### src/rtl/ramc_irq_pkg.sv
package ramc_irq_pkg;

  localparam int unsigned DATA_W = 32;

  localparam int unsigned OFF_STAT = 0;
  localparam int unsigned OFF_MASK = 1;
  localparam int unsigned OFF_EN   = 2;
  localparam int unsigned OFF_DIS  = 3;
  localparam int unsigned OFF_ECTL = 4;
  localparam int unsigned OFF_IMPL = 5;
  localparam int unsigned OFF_DBG  = 6;

  localparam logic [3:0] SIZE_BAD = 4'hF;

  function automatic logic [3:0] size_code(int unsigned kib);
    case (kib)
      64:      return 4'd0;
      128:     return 4'd1;
      256:     return 4'd2;
      512:     return 4'd3;
      1024:    return 4'd4;
      default: return SIZE_BAD;
    endcase
  endfunction

endpackage

### src/rtl/ramc_irq_status.sv
module ramc_irq_status #(
  parameter int unsigned NUM_SRC = 11
) (
  input  logic               clk_i,
  input  logic               rst_ni,
  input  logic [NUM_SRC-1:0] evt_i,
  input  logic               clr_we_i,
  input  logic               en_we_i,
  input  logic               dis_we_i,
  input  logic [NUM_SRC-1:0] wbits_i,
  output logic [NUM_SRC-1:0] stat_o,
  output logic [NUM_SRC-1:0] mask_o,
  output logic               irq_o
);

  for (genvar i = 0; i < NUM_SRC; i++) begin : g_src
    logic s_q, m_q;

    always_ff @(posedge clk_i or negedge rst_ni) begin
      if (!rst_ni) begin
        s_q <= 1'b0;
        m_q <= 1'b1;
      end else begin
        // event set has priority over write-one-to-clear
        if (evt_i[i])                   s_q <= 1'b1;
        else if (clr_we_i && wbits_i[i]) s_q <= 1'b0;
        if (en_we_i && wbits_i[i])       m_q <= 1'b0;
        else if (dis_we_i && wbits_i[i]) m_q <= 1'b1;
      end
    end

    assign stat_o[i] = s_q;
    assign mask_o[i] = m_q;
  end

  assign irq_o = |(stat_o & ~mask_o);

endmodule

### src/rtl/ramc_irq_cfg.sv
module ramc_irq_cfg
  import ramc_irq_pkg::*;
#(
  parameter int unsigned RAM_KIB = 1024,
  parameter int unsigned CTRL_W  = 4,
  parameter int unsigned DBG_W   = 16
) (
  input  logic              clk_i,
  input  logic              rst_ni,
  input  logic              ctl_we_i,
  input  logic [CTRL_W-1:0] ctl_wbits_i,
  output logic [CTRL_W-1:0] ctl_o,
  output logic [3:0]        impl_o,
  output logic [DBG_W-1:0]  dbg_o
);

  localparam logic [3:0] SIZE_CODE = size_code(RAM_KIB);

  if (SIZE_CODE == SIZE_BAD) begin : g_bad_size
    $error("ramc_irq_cfg: unsupported RAM_KIB %0d", RAM_KIB);
  end

  always_ff @(posedge clk_i or negedge rst_ni) begin
    if (!rst_ni)       ctl_o <= '1;
    else if (ctl_we_i) ctl_o <= ctl_wbits_i;
  end

  assign impl_o = SIZE_CODE;
  assign dbg_o  = '1;

endmodule

### src/rtl/ramc_irq_rdmux.sv
module ramc_irq_rdmux
  import ramc_irq_pkg::*;
#(
  parameter int unsigned NUM_SRC = 11,
  parameter int unsigned ADDR_W  = 4,
  parameter int unsigned CTRL_W  = 4,
  parameter int unsigned DBG_W   = 16
) (
  input  logic              rd_en_i,
  input  logic [ADDR_W-1:0] addr_i,
  input  logic [NUM_SRC-1:0] stat_i,
  input  logic [NUM_SRC-1:0] mask_i,
  input  logic [CTRL_W-1:0] ctl_i,
  input  logic [3:0]        impl_i,
  input  logic [DBG_W-1:0]  dbg_i,
  output logic [DATA_W-1:0] rdata_o
);

  always_comb begin
    rdata_o = '0;
    if (rd_en_i) begin
      case (addr_i)
        ADDR_W'(OFF_STAT): rdata_o = DATA_W'(stat_i);
        ADDR_W'(OFF_MASK): rdata_o = DATA_W'(mask_i);
        ADDR_W'(OFF_ECTL): rdata_o = DATA_W'(ctl_i);
        ADDR_W'(OFF_IMPL): rdata_o = DATA_W'(impl_i);
        ADDR_W'(OFF_DBG):  rdata_o = DATA_W'(dbg_i);
        default:           rdata_o = '0; // enable, disable, unmapped
      endcase
    end
  end

endmodule

### src/rtl/ramc_irq_regs.sv
module ramc_irq_regs
  import ramc_irq_pkg::*;
#(
  parameter int unsigned NUM_SRC = 11,
  parameter int unsigned ADDR_W  = 4,
  parameter int unsigned RAM_KIB = 1024
) (
  input  logic               clk_i,
  input  logic               rst_ni,
  input  logic               req_i,
  input  logic               we_i,
  input  logic [ADDR_W-1:0]  addr_i,
  input  logic [31:0]        wdata_i,
  input  logic [NUM_SRC-1:0] evt_i,
  output logic [31:0]        rdata_o,
  output logic               irq_o
);

  localparam int unsigned CTRL_W = 4;
  localparam int unsigned DBG_W  = 16;
  localparam int unsigned USED_W = (NUM_SRC > CTRL_W) ? NUM_SRC : CTRL_W;

  logic               wr, rd;
  logic [NUM_SRC-1:0] stat_q, mask_q;
  logic [CTRL_W-1:0]  ctl_q;
  logic [3:0]         impl;
  logic [DBG_W-1:0]   dbg;
  logic               unused_wdata_hi;

  assign wr = req_i & we_i;
  assign rd = req_i & ~we_i;
  assign unused_wdata_hi = ^wdata_i[31:USED_W];

  ramc_irq_status #(.NUM_SRC(NUM_SRC)) i_status (
    .clk_i    (clk_i),
    .rst_ni   (rst_ni),
    .evt_i    (evt_i),
    .clr_we_i (wr && addr_i == ADDR_W'(OFF_STAT)),
    .en_we_i  (wr && addr_i == ADDR_W'(OFF_EN)),
    .dis_we_i (wr && addr_i == ADDR_W'(OFF_DIS)),
    .wbits_i  (wdata_i[NUM_SRC-1:0]),
    .stat_o   (stat_q),
    .mask_o   (mask_q),
    .irq_o    (irq_o)
  );

  ramc_irq_cfg #(.RAM_KIB(RAM_KIB), .CTRL_W(CTRL_W), .DBG_W(DBG_W)) i_cfg (
    .clk_i       (clk_i),
    .rst_ni      (rst_ni),
    .ctl_we_i    (wr && addr_i == ADDR_W'(OFF_ECTL)),
    .ctl_wbits_i (wdata_i[CTRL_W-1:0]),
    .ctl_o       (ctl_q),
    .impl_o      (impl),
    .dbg_o       (dbg)
  );

  ramc_irq_rdmux #(
    .NUM_SRC(NUM_SRC), .ADDR_W(ADDR_W), .CTRL_W(CTRL_W), .DBG_W(DBG_W)
  ) i_rdmux (
    .rd_en_i (rd),
    .addr_i  (addr_i),
    .stat_i  (stat_q),
    .mask_i  (mask_q),
    .ctl_i   (ctl_q),
    .impl_i  (impl),
    .dbg_i   (dbg),
    .rdata_o (rdata_o)
  );

endmodule

### config.mk
export PLATFORM = sky130hd
export DESIGN_NAME = ramc_irq_regs
export DESIGN_NICKNAME = d
export VERILOG_FILES = /design/src/rtl/ramc_irq_pkg.sv /design/src/rtl/ramc_irq_status.sv /design/src/rtl/ramc_irq_cfg.sv /design/src/rtl/ramc_irq_rdmux.sv /design/src/rtl/ramc_irq_regs.sv
export SDC_FILE = /design/constraint.sdc
export NUM_CORES = 1
export LEC_CHECK = 0
export ABC_AREA = 1
export BUFFER_PORTS_ARGS = -buffer_cell sky130_fd_sc_hd__buf_2
export CAP_MARGIN = 20
export CORE_MARGIN = 2
export CORE_UTILIZATION = 30
export CTS_CLUSTER_DIAMETER = 100
export DETAILED_ROUTE_END_ITERATION = 16
export PLACE_DENSITY = 0.57
export SYNTH_ARGS = -nofsm -noshare
export SYNTH_HDL_FRONTEND = slang
export SYNTH_SLANG_ARGS = --single-unit
### constraint.sdc
create_clock -name clk_i -period 5.2 [get_ports clk_i]
set_input_delay 1.56 -clock clk_i [delete_from_list [all_inputs] [get_ports clk_i]]
set_output_delay 1.56 -clock clk_i [all_outputs]
set_load 0.02 [all_outputs]
## Word level (Yosys, flattened, before mapping)

Index checks and enable logic that the tools add are counted.

- Register bits after elaboration: 26
- Bits in latches: 0
- Memory bits (writable): 0
- ROM bits: 0
- Input port bits: 51
- Output and inout port bits: 33
- Logic and storage cells: 141
- Memories kept: 0

- $add $sub $neg: 0
- $mul: 0
- Div/mod/pow operators: 0
- Order comparisons: 0
- Equality and inequality tests: 6
- Shift-type cells: 0
- Multiplexer cells: 46
- Bitwise operators: 5
- Reductions and logical operators: 61

Operators with widths:

| operator | number |
|---|---|
| $pmux 16 s5 | 1 |
| $mux 1 | 44 |
| $reduce_bool 2->1 | 22 |
| $logic_and 1x1->1 | 37 |
| $mux 32 | 1 |
| $eq 4x3->1 const B | 3 |
| $and 11x11->11 | 1 |
| $not 11->11 | 1 |
| $reduce_or 11->1 | 1 |
| $eq 4x2->1 const B | 2 |
| $eq 4x1->1 const B | 1 |
| $logic_not 4->1 | 1 |
| $and 1x1->1 | 2 |
| $not 1->1 | 1 |

## Depth between registers and ports, before layout

- Word-level depth: 5
- Mapped depth: 7
- Mapped depth without buffers: 6

## Hierarchy

From an unflattened synthesis, not the netlist that was laid out.

- Cell total of the unflattened synthesis: 315
- Area, all modules: 2204.6 sq um

Modules (own cells, without submodules):

| module | instances | cells each | area each (sq um) |
|---|---|---|---|
| ramc_irq_status | 1 | 135 | 1177.4 |
| ramc_irq_rdmux | 1 | 123 | 640.6 |
| ramc_irq_cfg | 1 | 39 | 311.5 |
| ramc_irq_regs | 1 | 18 | 75.1 |

## Least setup slack after synthesis

OpenSTA, ideal clock, no wires.

- Path type: input-to-output
- Start point: in req_i
- End point: out rdata_o[12]
- Data arrival time: 2.693 ns
- Required time: 3.640 ns
- Path slack: 0.947 ns
- Stages: 5
- Path buffers: 1
- Cells stage by stage: inv_1 nor2_1 inv_1 nor2_1 buf_4

- Longest elaborated chain between the ends: 2

Ends and longest elaborated chain:

| element | RTL line | source |
|---|---|---|
| start: declaration | ramc_irq_regs.sv:10 | `input logic req_i,` |
| $and 1x1->1 | ramc_irq_regs.sv:31 | `assign rd = req_i & ~we_i;` |
| $mux 32 | ramc_irq_rdmux.sv:21 | `if (rd_en_i) begin` |
| end: declaration | ramc_irq_regs.sv:15 | `output logic [31:0] rdata_o,` |

No other way between the ends.

## Worst setup path after layout

- Start point: in addr_i[2]
- End point: out rdata_o[0]

- Longest elaborated chain between the ends: 3
- Elaborated cells between the ends (all ways): 7
- Classes of those cells: 4 x eq/ne; 2 x mux; 1 x reduce/logical

Ends and longest elaborated chain:

| element | RTL line | source |
|---|---|---|
| start: declaration | ramc_irq_regs.sv:12 | `input logic [ADDR_W-1:0] addr_i,` |
| $eq 4x3->1 (tied with other cells) | ramc_irq_rdmux.sv:22 | `case (addr_i)` |
| $pmux 16 s5 * | ramc_irq_rdmux.sv:22 |  |
| $mux 32 * | ramc_irq_rdmux.sv:21 |  |

Every way passes the cells marked *; elsewhere a longest branch is shown, timed or not.

==> impl_metrics.py <==
metrics = {
    "timing": {
        "setup_viol": 0,
        "setup_tns_ns": 0,
        "clock.fmax_mhz": 229,
        "slew_violations": 0,
        "rsz0062_at_grt": "no",
        "worstMarginPinSlew_ns": 0.699,
        "fin_crit_sh": 0.840,
        "setup_slack_ns": 0.833,
        "finClkSkew_ns": 0,
        "relSlewSlack": 0.533,
        "hold_viol": 0,
        "timing.final.crit_period_ns": 4.37,
    },
    "critical_path": {
        "critPathArrivalTime_ns": 2.81,
        "path_max_fanout": 32,
        "crit_buf_inv": 2,
        "path_class": "input pin to primary output",
        "critPathLaunchType": "input pin",
        "required_ns": 3.64,
        "cpPeakStageDelay_ns": 0.56,
        "worstPathCellList": "buf_2, nor2_4, nand3_1, nand2_1, nor2_1, nor2_1, buf_2",
        "cp_slowest_cell": "nor2_4",
        "cp-end-kind": "primary output",
        "r2r_slack_ns": 4.38,
        "crit_family": "simple AND/OR/NAND/NOR gates",
    },
    "floorplanning": {
        "start_util": 0.306,
        "boundaryPins": 84,
        "die_w_um": 81.3,
        "num_rows": 28,
        "die_area_um2": 6610,
        "fp.dieH_um": 81.3,
        "core-area_um2": 5850,
    },
    "synth": {
        "synth_warnings": 0,
        "ys_types": 16,
        "ys_ff_latch": 26,
        "syn_area_um2": 1790,
        "postSynthAreaPerCell_um2": 6.74,
        "syn-instance-count": 266,
        "yosysSeqAreaShare": 0.373,
    },
    "routing": {
        "vias_per_cell": 4.35,
        "antenna_left": 0,
        "drt-initial-drc-count": 82,
        "vias": 1650,
        "drcViolationCount": 0,
        "wire_per_inst_um": 11.4,
        "totalWireLength_um": 4310,
        "drtPass1Iterations": 4,
    },
    "hold_path": {
        "hold_class": "flip-flop to flip-flop",
    },
    "final_layout": {
        "diodes": 0,
        "layout_common_cells": "67 x nand2_1, 48 x inv_1, 46 x buf_2",
        "fin_nets": 356,
        "fillers": 680,
        "drive_gt1_frac": 0.234,
        "final_common_cell": "nand2_1",
        "syn_to_final_growth_pct": 13.2,
    },
    "placed_design": {
        "io_buffers": 46,
        "place_hpwl_um": 3120,
        "pre_cts_ws_ns": 0.836,
        "gp_congestion": 0.769,
    },
    "clocking": {
        "clock-root-buffer": "clkbuf_8",
        "clk_pin_slew_ns": 0.09,
        "holdBufCountCts": 0,
        "cts_setup_buffers": 0,
        "clock-sinks": 26,
        "cts_tree": "yes",
        "ctsHtreeMaxLevel": 1,
        "ctsResizeCount": 0,
        "insertion_delay_ns": 0.28,
        "clockBufferDepth": 2,
        "cts_made_buffers": 3,
    },
    "grt": {
        "grt_pass1_vias": 1645,
        "grt_max_degree": 33,
        "grt_pass1_wl_um": 7420,
        "track_usage": 0.145,
        "antenna_found_initial": 0,
        "grt-ovfl-total": 0,
    },
    "run": {
        "cap_violations": 0,
    },
    "outcome": {
        "outcome": "finished, final reports clean",
    },
    "power": {
        "cellPowerDensity_nw_per_um2": 240,
        "irDropWorstVdd_v": 0.0000981,
        "p_leak_nw": 1.20,
    },
}
==> final timing paths <==
check	cells past startpoint	startpoint	endpoint
max reg2reg	2	i_status.g_src[7].m_q	i_status.g_src[7].m_q
min reg2reg	2	i_status.g_src[8].m_q	i_status.g_src[8].m_q
max	7	addr_i[2]	rdata_o[0]
min	2	i_status.g_src[8].m_q	i_status.g_src[8].m_q
max in group asynchronous	1	rst_ni	i_status.g_src[1].s_q
min in group asynchronous	1	rst_ni	i_status.g_src[2].s_q
==> per-layer routing <==
| metal | share of wire | wire, um | global-route usage | vias up |
|---|---|---|---|---|
| met4 | 0.016 | 69 | 0.0508 | 0 |
| met5 | 0 | 0 | 0 | - |
| met1 | 0.43 | 1870 | 0.177 | 739 |
| li1 | - | - | - | 862 |
| met2 | 0.50 | 2170 | 0.262 | 44 |
| met3 | 0.046 | 198 | 0.0144 | 5 |
==> state kept, by name (all words and copies together) (netlist names) <==
register            cells
i_cfg.ctl_o             4
i_status.g_src.m_q     11
i_status.g_src.s_q     11
==> report_power, final <==
| group | switching (mW) | total [mW] | internal [mW] |
|---|---|---|---|
| Clock | 0.0670 | 0.122 | 0.0551 |
| Combinational | 0.0740 | 0.111 | 0.0370 |
| Sequential | 0.0130 | 0.254 | 0.241 |
| Total | 0.154 | 0.488 | 0.334 |
==> synth_stat cells <==
cell type  count  area, um2
dfstp_2       15        394
o21ai_1        2       10.0
nand4_1       13       81.3
nor2_4         3       33.8
nor2_1        24       90.1
conb_1         1       3.75
a21oi_1       12       60.1
buf_2          7       35.0
dfrtp_1       11        275
nand3_1       36        180
o21ai_0        3       15.0
buf_4         22        165
nand2_1       67        251
buf_6          1       11.3
nor2_2         1       6.26
inv_1         48        180
==> cell type report <==
class                      count  area, um2  share of cell area
sequential                    26        669               0.330
inverter                      48        180              0.0888
tap                           75       93.8              0.0462
clock buffer                   4       45.0              0.0222
timing repair buffer          49        253               0.125
multi-input combinational    177        788               0.388
==> cells by family (layout without fill, tap and decap cells) <==
kind of cell | after synthesis | in the layout | share of synthesized area
AND/OR/NAND/NOR | 144 | 144 | 0.359
AO/OA/AOI/OAI | 17 | 17 | 0.0475
other | 1 | 16 | 0.00209
buffers and inverters | 78 | 101 | 0.218
flip-flops | 26 | 26 | 0.373
==> worst register-to-register path: cells and delay by family, from the launching register on <==
| family | cells | cell delay (ns) |
|---|---|---|
| AOI/OAI and AO/OA | 1 | 0.16 |
| buffers and inverters | 1 | 0.05 |
| DFF | 1 | 0.55 |
==> stage by stage <==
| step | cell area, um2 | hold slack, ns | std cells | power (mW) | utilization |
|---|---|---|---|---|---|
| after floorplan | 1850 | 0.450 | 281 | 0.340 | - |
| after global placement | 1980 | 0.459 | 375 | 0.367 | 0.339 |
| after detailed placement | 1980 | 0.461 | 375 | 0.370 | 0.339 |
| after CTS | 2030 | 0.476 | 379 | 0.491 | 0.347 |
| after global routing | 2030 | 0.495 | 379 | 0.517 | 0.347 |
| final | 2030 | 0.475 | 379 | 0.488 | 0.347 |
Note: power is estimated with default switching activity, not from simulation.
